[config.mk]
export PLATFORM = sky130hd
export DESIGN_NAME = imm_add_seq
export DESIGN_NICKNAME = d
export VERILOG_FILES = /design/src/rtl/imm_add_seq_pkg.sv /design/src/rtl/imm_add_seq_dec.sv /design/src/rtl/imm_add_seq_breg.sv /design/src/rtl/imm_add_seq_add.sv /design/src/rtl/imm_add_seq.sv
export SDC_FILE = /design/constraint.sdc
export NUM_CORES = 1
export LEC_CHECK = 0
export ABC_AREA = 1
export BUFFER_PORTS_ARGS = -buffer_cell sky130_fd_sc_hd__buf_2
export CORE_MARGIN = 5
export CORE_UTILIZATION = 30
export DETAILED_ROUTE_END_ITERATION = 6
export PLACE_DENSITY_LB_ADDON = 0.12
export SYNTH_ARGS = -nofsm -noshare
export SYNTH_HDL_FRONTEND = slang
export SYNTH_SLANG_ARGS = --single-unit
[constraint.sdc]
create_clock -name clk_i -period 3.9 [get_ports clk_i]
set_input_delay 0.195 -clock clk_i [delete_from_list [all_inputs] [get_ports clk_i]]
set_output_delay 0.195 -clock clk_i [all_outputs]
set_load 0.005 [all_outputs]
[src/rtl/imm_add_seq_pkg.sv]
package imm_add_seq_pkg;
  localparam int BYTE_W = 8;
  localparam int REG_W  = 2 * BYTE_W;
  localparam int NB     = REG_W / BYTE_W;

  localparam logic [BYTE_W-1:0] OP_LD_ACC = 8'hB8;
  localparam logic [BYTE_W-1:0] OP_LD_AUX = 8'hBB;
  localparam logic [BYTE_W-1:0] OP_ADD    = 8'h01;
  localparam logic [BYTE_W-1:0] ADD_SEL   = 8'hD8;

  typedef enum logic [1:0] {ST_OP, ST_B1, ST_B2, ST_EX} seq_state_e;
  typedef enum logic [1:0] {K_LDA, K_LDB, K_ADD, K_BAD} ins_kind_e;
endpackage

[src/rtl/imm_add_seq_dec.sv]
module imm_add_seq_dec
  import imm_add_seq_pkg::*;
(
  input  logic [BYTE_W-1:0] op_i,
  output ins_kind_e         kind_o,
  output logic [1:0]        len_o
);
  always_comb begin
    unique case (op_i)
      OP_LD_ACC: begin kind_o = K_LDA; len_o = 2'd3; end
      OP_LD_AUX: begin kind_o = K_LDB; len_o = 2'd3; end
      OP_ADD:    begin kind_o = K_ADD; len_o = 2'd2; end
      default:   begin kind_o = K_BAD; len_o = 2'd0; end
    endcase
  end
endmodule

[src/rtl/imm_add_seq_breg.sv]
module imm_add_seq_breg #(
  parameter int BW = 8,
  parameter int N  = 2
) (
  input  logic          clk_i,
  input  logic          rst_ni,
  input  logic [N-1:0]  we_i,
  input  logic [BW*N-1:0] d_i,
  output logic [BW*N-1:0] q_o
);
  logic [BW-1:0] byte_q [N];

  for (genvar g = 0; g < N; g++) begin : g_byte
    always_ff @(posedge clk_i or negedge rst_ni) begin
      if (!rst_ni)      byte_q[g] <= '0;
      else if (we_i[g]) byte_q[g] <= d_i[g*BW +: BW];
    end
    assign q_o[g*BW +: BW] = byte_q[g];
  end
endmodule

[src/rtl/imm_add_seq_add.sv]
module imm_add_seq_add #(
  parameter int W = 16
) (
  input  logic [W-1:0] a_i,
  input  logic [W-1:0] b_i,
  output logic [W-1:0] sum_o,
  output logic         carry_o,
  output logic         zero_o
);
  assign {carry_o, sum_o} = {1'b0, a_i} + {1'b0, b_i};
  assign zero_o = (sum_o == '0);
endmodule

[src/rtl/imm_add_seq.sv]
module imm_add_seq
  import imm_add_seq_pkg::*;
#(
  parameter int            AW       = 16,
  parameter logic [AW-1:0] RESET_IP = 'h0100
) (
  input  logic              clk_i,
  input  logic              rst_ni,
  output logic [AW-1:0]     code_addr_o,
  input  logic [BYTE_W-1:0] code_data_i,
  output logic [REG_W-1:0]  acc_o,
  output logic [REG_W-1:0]  aux_o,
  output logic [AW-1:0]     ip_o,
  output logic              carry_o,
  output logic              zero_o,
  output logic              halt_o
);
  seq_state_e        state_q;
  ins_kind_e         kind_q, dec_kind;
  logic [1:0]        len_q, dec_len, fetch_off;
  logic [AW-1:0]     ip_q;
  logic [BYTE_W-1:0] b1_q, b2_q;
  logic              halt_q, carry_q, zero_q;
  logic              exec;
  logic [NB-1:0]     acc_we, aux_we;
  logic [REG_W-1:0]  acc_d, imm, sum;
  logic              sum_c, sum_z;

  imm_add_seq_dec u_dec (
    .op_i   (code_data_i),
    .kind_o (dec_kind),
    .len_o  (dec_len)
  );

  imm_add_seq_add #(.W(REG_W)) u_add (
    .a_i     (acc_o),
    .b_i     (aux_o),
    .sum_o   (sum),
    .carry_o (sum_c),
    .zero_o  (sum_z)
  );

  always_comb begin
    unique case (state_q)
      ST_B1:   fetch_off = 2'd1;
      ST_B2:   fetch_off = 2'd2;
      default: fetch_off = 2'd0;
    endcase
  end
  assign code_addr_o = ip_q + AW'(fetch_off);

  always_ff @(posedge clk_i or negedge rst_ni) begin
    if (!rst_ni) begin
      state_q <= ST_OP;
      kind_q  <= K_BAD;
      len_q   <= '0;
      ip_q    <= RESET_IP;
      b1_q    <= '0;
      b2_q    <= '0;
      halt_q  <= 1'b0;
      carry_q <= 1'b0;
      zero_q  <= 1'b0;
    end else if (!halt_q) begin
      unique case (state_q)
        ST_OP: begin
          kind_q <= dec_kind;
          len_q  <= dec_len;
          if (dec_kind == K_BAD) halt_q  <= 1'b1;
          else                   state_q <= ST_B1;
        end
        ST_B1: begin
          b1_q <= code_data_i;
          if (kind_q == K_ADD) begin
            // two-byte add: second byte must select the aux-to-acc form
            if (code_data_i == ADD_SEL) state_q <= ST_EX;
            else                        halt_q  <= 1'b1;
          end else begin
            state_q <= ST_B2;
          end
        end
        ST_B2: begin
          b2_q    <= code_data_i;
          state_q <= ST_EX;
        end
        ST_EX: begin
          ip_q    <= ip_q + AW'(len_q);
          state_q <= ST_OP;
          if (kind_q == K_ADD) begin
            carry_q <= sum_c;
            zero_q  <= sum_z;
          end
        end
        default: state_q <= ST_OP;
      endcase
    end
  end

  assign exec   = (state_q == ST_EX) && !halt_q;
  assign imm    = {b2_q, b1_q};  // little-endian immediate
  assign acc_we = {NB{exec && (kind_q == K_LDA || kind_q == K_ADD)}};
  assign aux_we = {NB{exec && (kind_q == K_LDB)}};
  assign acc_d  = (kind_q == K_ADD) ? sum : imm;

  imm_add_seq_breg #(.BW(BYTE_W), .N(NB)) u_acc (
    .clk_i  (clk_i),
    .rst_ni (rst_ni),
    .we_i   (acc_we),
    .d_i    (acc_d),
    .q_o    (acc_o)
  );

  imm_add_seq_breg #(.BW(BYTE_W), .N(NB)) u_aux (
    .clk_i  (clk_i),
    .rst_ni (rst_ni),
    .we_i   (aux_we),
    .d_i    (imm),
    .q_o    (aux_o)
  );

  assign ip_o    = ip_q;
  assign carry_o = carry_q;
  assign zero_o  = zero_q;
  assign halt_o  = halt_q;
endmodule

# Yosys cells after proc, flatten, opt, wreduce, memory -nomap -nowiden
# Index checks and enable logic that the tools add are counted.
# totals
wordCells,57
out_inout_bits,67
input_bits,10
reg_bits,73
# classes
addsub,3
n_eq_ne,12
n_mux,13
bitwise_logic,1
n_reduce_logical,15
# ops
operator,count
$add A16 B2 Y16,2
$eq A8 B8 Y1 const B,3
$add A16 B16 Y17,1
$logic_not A16 Y1,1
$mux W16,1
$eq A2 B2 Y1 const B,4
$eq A8 B1 Y1 const B,1
$pmux W2 S2,2
$pmux W2 S4,1
$reduce_and A2 Y1,4
$mux W2,3
$pmux W2 S3,1
$reduce_and A3 Y1,2
$eq A2 B1 Y1 const B,2
$logic_not A2 Y1,2
$mux W1,4
$logic_and A1 B1 Y1,3
$ne A3 B3 Y1 const B,1
$ne A2 B2 Y1 const B,1
$pmux W1 S2,1
$reduce_or A2 Y1,1
$logic_not A1 Y1,1
$logic_or A1 B1 Y1,1
$not A1 Y1,1

# Depth between registers and ports, before layout
# depth
ltp_word,6
ltp_mapped,14
ltp_nobuf,14

# Cells and area by module
# From an unflattened synthesis, not the netlist that was laid out.
# hier_totals
cells_unflattened,702
area_unflattened_um2,4997.3
# modules_own_cells
mod,n_inst,area_each_um2,seq_area_each_um2,cells_per_inst
imm_add_seq,1,2590.0,1029.7,339
imm_add_seq_breg,2,610.6,400.4,68
imm_add_seq_add,1,1048.5,0.0,201
imm_add_seq_dec,1,137.6,0.0,26

# Worst setup path after synthesis
# No wires, ideal clock.
# synth_path
path_type,flip-flop to output port
startpoint,reg state_q[1]
endpoint,out code_addr_o[12]
path_stages_with_launch,11
path_buffers,0
t_arrival_ns,1.983
required_time_ns,3.705
path_slack_ns,1.722
path_cell_list,dfrtp_1 > inv_1 > ha_1 > ha_1 > inv_1 > fa_1 > nor2_1 > nand2_1 > nor2_1 > nand2_1 > xor2_1
# synth_via
elab_chain_len,3
word_cells_on_any_way,4
cone_classes,1 x add/sub; 2 x eq/ne; 1 x mux
# synth_rtl
element,line,text
from (decl),imm_add_seq.sv:18,seq_state_e state_q;
from (signal assigned),imm_add_seq.sv:54,state_q <= ST_OP;
from (signal assigned),imm_add_seq.sv:69,else state_q <= ST_B1;
from (signal assigned),imm_add_seq.sv:75,if (code_data_i == ADD_SEL) state_q <= ST_EX;
$eq A2 B2 Y1 / $eq A2 B1 Y1 (equally long branches),imm_add_seq.sv:44,unique case (state_q)
$pmux W2 S2 *,imm_add_seq.sv:44,
$add A16 B2 Y16 *,imm_add_seq.sv:50,assign code_addr_o = ip_q + AW'(fetch_off);
to (decl),imm_add_seq.sv:9,"output logic [AW-1:0] code_addr_o,"
# Every way passes the cells marked *; elsewhere a longest branch is shown, timed or not.

# Final worst setup path
# Ends and elaborated chain as after synthesis.

==> impl_table.tex <==
\begin{tabular}{lr}
\hline
Metric & Value \\
\hline
\multicolumn{2}{l}{\textbf{Final layout}} \\
\quad Layout net count & 700 \\
\quad Number of antenna diodes & 0 \\
\quad Area added between synthesis and finish & 19.3\% \\
\quad Fill count & 1607 \\
\quad Share of post-route cells with drive strength above 1 & 17.7\% \\
\multicolumn{2}{l}{\textbf{Worst setup path}} \\
\quad Critical path cell sequence & inv\_1 > ha\_1 > ha\_1 > inv\_1 > fa\_1 > nor2\_1 > nand2\_1 > nor2\_1 > nand2\_1 > xor2\_1 > buf\_2 \\
\quad Crit path largest cell delay & 0.42 ns \\
\quad Launching point of the worst reg2reg path & state\_q[0]\$\_DFFE\_PN0P\_ \\
\quad Capturing instance or port of the critical path & code\_addr\_o[12] \\
\quad Setup slack of the worst register-to-register path & 1.37 ns \\
\quad R2r worst-path depth & 9 \\
\quad CP max stage cell & sky130\_fd\_sc\_hd\_\_dfrtp\_1 \\
\quad Worst-path fanout max & 4 \\
\quad Critical path start-end classification & reg2out \\
\quad Crit path arrival time & 2.73 ns \\
\quad Endpoint of the most critical register-to-register path & u\_acc.q\_o[0]\$\_DFFE\_PN0P\_ \\
\quad Critical path launch point & state\_q[1]\$\_DFFE\_PN0P\_ \\
\quad Endpoint type of the worst setup path & output port \\
\quad Startpoint class of the critical path & flop \\
\quad Data required time of the worst path & 3.70 ns \\
\multicolumn{2}{l}{\textbf{Timing}} \\
\quad Worst hold-check slack & -0.0160 ns \\
\quad Final-report max-slew violation count & 0 \\
\quad Relative max-transition margin & 36.0\% \\
\quad Worst setup margin & 0.971 ns \\
\quad Final setup TNS & 0 ns \\
\quad Peak clock frequency supported by timing & 341 MHz \\
\quad Period minus WS final & 2.93 ns \\
\quad Endpoints failing hold & 3 \\
\quad Unrepaired setup endpoints after global routing & no \\
\quad Least-Margin Pin Slew & 0.960 ns \\
\quad Clock Skews & 0.00832 ns \\
\quad Share of the cycle needed by the critical path after routing & 75.1\% \\
\quad Final setup viols & 0 \\
\multicolumn{2}{l}{\textbf{Run status}} \\
\quad Run status & finished, violations left \\
\quad Failing checks & negative hold slack \\
\multicolumn{2}{l}{\textbf{Floorplan}} \\
\quad Boundary pin count & 77 \\
\quad Number of placement rows & 45 \\
\quad CORE AREA & 0.0150 mm2 \\
\quad Overall die width & 133 um \\
\quad Initial core utilization & 30.2\% \\
\quad Die footprint & 0.0177 mm2 \\
\quad Die height & 133 um \\
\multicolumn{2}{l}{\textbf{Drt}} \\
\quad Number of vias in the routed layout & 3991 \\
\quad First DRT Iteration DRCs & 205 \\
\quad DRC & 0 \\
\quad DR pass1 iterations & 4 \\
\quad Antenna Nets Post-Route & 0 \\
\quad Via-to-Cell Ratio & 4.67 \\
\quad Total wirelength of the detailed-routed design & 12.9 mm \\
\quad Drt wl/cell & 15.1 um \\
\multicolumn{2}{l}{\textbf{Clocking}} \\
\quad Clock tree from TritonCTS & built \\
\quad Clock latency on the worst-skew pair & 0.33 ns \\
\quad Clock transition time at the flip-flop clock pins of the worst setup and hold paths & 0.06 ns \\
\quad Clock buffer depth & 2 \\
\quad Sink count of the clock tree & 73 \\
\quad Buffer count from post-CTS setup fixing & 0 \\
\quad Number of cells upsized or downsized after cts & 0 \\
\quad H-tree levels & 3 \\
\quad Clock buffers created by TritonCTS & 9 \\
\quad Quantity of hold-fixing buffers added after cts & 0 \\
\quad Clock tree root driver cell & sky130\_fd\_sc\_hd\_\_clkbuf\_16 \\
\multicolumn{2}{l}{\textbf{Yosys}} \\
\quad Cell with the most instances after synthesis & sky130\_fd\_sc\_hd\_\_nand2\_1 \\
\quad Cell variety after synth & 31 \\
\quad Yosys warning count & 0 \\
\quad Most used DFF post-synth & sky130\_fd\_sc\_hd\_\_dfrtp\_1 \\
\quad Post-Syn Area per Cell & 7.74 um2 \\
\quad Biggest area contributors in the synthesized netlist & sky130\_fd\_sc\_hd\_\_dfrtp\_1 39\%, sky130\_fd\_sc\_hd\_\_nand2\_1 14\%, sky130\_fd\_sc\_hd\_\_ha\_1 6.9\% \\
\quad Portion of the post-synthesis area used by sequential elements & 40.4\% \\
\quad Share of the synthesized area in the top cell type & 38.7\% \\
\quad Cell accounting for the most synthesized area & sky130\_fd\_sc\_hd\_\_dfrtp\_1 \\
\quad Synth Cell Area & 0.00453 mm2 \\
\quad Post-synthesis sequential element count & 73 \\
\quad Number of instances in the synthesized netlist & 585 \\
\quad Post-synth EDFFs & 0 \\
\quad Top post-synthesis cells by count & 166 x sky130\_fd\_sc\_hd\_\_nand2\_1, 83 x sky130\_fd\_sc\_hd\_\_inv\_1, 70 x sky130\_fd\_sc\_hd\_\_dfrtp\_1, 42 x sky130\_fd\_sc\_hd\_\_nor2\_1, 41 x sky130\_fd\_sc\_hd\_\_o21ai\_0 \\
\quad Share of async-settable or async-resettable flops after synthesis & 100\% \\
\quad Number of nets in the synthesized netlist & 623 \\
\multicolumn{2}{l}{\textbf{Power}} \\
\quad Areal power density over the cells & 324 mW/mm2 \\
\quad Static leakage & 0.00297 uW \\
\quad Switching power & 393 uW \\
\quad Clock power frac & 48.8\% \\
\quad Sequential fraction of design power & 45.3\% \\
\quad VDD IR max & 0.172 mV \\
\quad Overall power consumption & 1750 uW \\
\quad Fraction of power spent switching nets & 22.5\% \\
\quad Internal power & 1360 uW \\
\quad Share of power burned in combinational logic & 5.9\% \\
\multicolumn{2}{l}{\textbf{Global route}} \\
\quad Tot GR Track Use & 14.9\% \\
\quad Number of antenna violations at the first check in global routing & 0 \\
\quad Number of global-route vias before repair & 4169 \\
\quad Pin count of the biggest net entering global routing & 74 \\
\quad First-pass GRT wire length & 21.2 mm \\
\quad Aggregate global routing overflow & 0 \\
\multicolumn{2}{l}{\textbf{Min path}} \\
\quad Class of the most critical hold timing path & in2async \\
\multicolumn{2}{l}{\textbf{Place}} \\
\quad Number of port buffers & 76 \\
\quad GP Congestion & 0.839 \\
\quad Detail Placement HPWL & 10.1 mm \\
\quad Worst setup slack after placement & 1.33 ns \\
\multicolumn{2}{l}{\textbf{Run}} \\
\quad Maximum capacitance violations & 0 \\
\hline
\end{tabular}
sequential cells by signal, summed over array words and instances, names as in the netlist:
signal,cells
ip_o,16
u_acc.q_o,16
u_aux.q_o,16
b1_q,8
b2_q,8
kind_q,2
len_q,2
state_q,2
carry_o,1
halt_o,1
zero_o,1
critical path: cells and delay by family, from the launching register on:
family | cells | cell delay (ns)
flops | 1 | 0.42
xor+xnor | 1 | 0.14
fa+ha+maj | 3 | 0.86
simple gates | 4 | 0.66
buf+inv | 3 | 0.30
cells in the final DEF (no fill, tap or decap), drive strengths merged:
master  synthesis  final
and2            1      1
dfstp           3      3
a311oi          1      1
o21a            1      1
clkbuf          3     14
mux2           10     10
nand4          11     11
clkinv          0      1
nand3b          3      3
o211ai          3      3
o21ai          44     44
dfrtp          70     70
nor3            4      4
xnor2           3      3
o221a           1      1
inv            86     86
ha             25     25
a21oi          31     31
xor2           29     29
fa              3      3
nand2         168    168
bufinv          0      1
buf             7     76
nand3          29     29
nor2           49     49
cell families after synthesis:
kind of cell | after synthesis | share of synthesized area (%)
XOR/XNOR | 32 | 6.19
AO/OA/AOI/OAI | 81 | 9.48
adder cells (fa/ha/maj) | 28 | 8.23
flip-flops | 73 | 40.4
buffers and inverters | 96 | 8.32
multiplexers | 10 | 2.49
AND/OR/NAND/NOR | 265 | 24.9
metal layers:
| metal | vias to the layer above | track usage [%] | routed length [um] |
|---|---|---|---|
| li1 | 2014 | - | - |
| met1 | 1880 | 20.0 | 6200 |
| met2 | 89 | 24.6 | 6000 |
| met3 | 8 | 2.93 | 575 |
| met4 | 0 | 4.21 | 121 |
| met5 | - | 0 | 0 |
layout make-up:
class                      instances  area [um2]  area share [%]
multi-input combinational        416        2320            43.0
clock inverter                     2        35.0           0.649
inverter                          86         323            5.98
sequential                        73        1830            33.9
clock buffer                      14         274            5.07
tap                              188         235            4.35
timing repair buffer              76         383            7.09
power groups by stage:
stage | combinational [uW] | sequential [uW] | clock [uW]
4_1_cts | 106 | 794 | 884
6_report | 102 | 794 | 855
3_5_place_dp | 105 | 807 | 0
2_1_floorplan | 54.6 | 800 | 0
5_1_grt | 120 | 795 | 913
3_3_place_gp | 105 | 806 | 0
worst min path at each step:
stage	to	slack, ns	from
floorplan	b1_q[0]$_DFFE_PN0P_	-0.10	rst_ni
global placement	ip_o[12]$_DFFE_PN0P_	0.41	rst_ni
detailed placement	ip_o[12]$_DFFE_PN0P_	0.41	rst_ni
CTS	ip_o[12]$_DFFE_PN0P_	0.05	rst_ni
global route	ip_o[12]$_DFFE_PN0P_	0.08	rst_ni
finish	ip_o[10]$_DFFE_PN0P_	-0.02	rst_ni
stage by stage:
| step | util [%] | instances | cell area, um2 |
|---|---|---|---|
| 2_1_floorplan | - | 585 | 4530 |
| 3_3_place_gp | 34.0 | 839 | 5090 |
| 3_5_place_dp | 34.0 | 839 | 5090 |
| 4_1_cts | 36.1 | 855 | 5400 |
| 5_1_grt | 36.1 | 855 | 5400 |
| 6_report | 36.1 | 855 | 5400 |
Note: power is estimated with default switching activity, not from simulation.
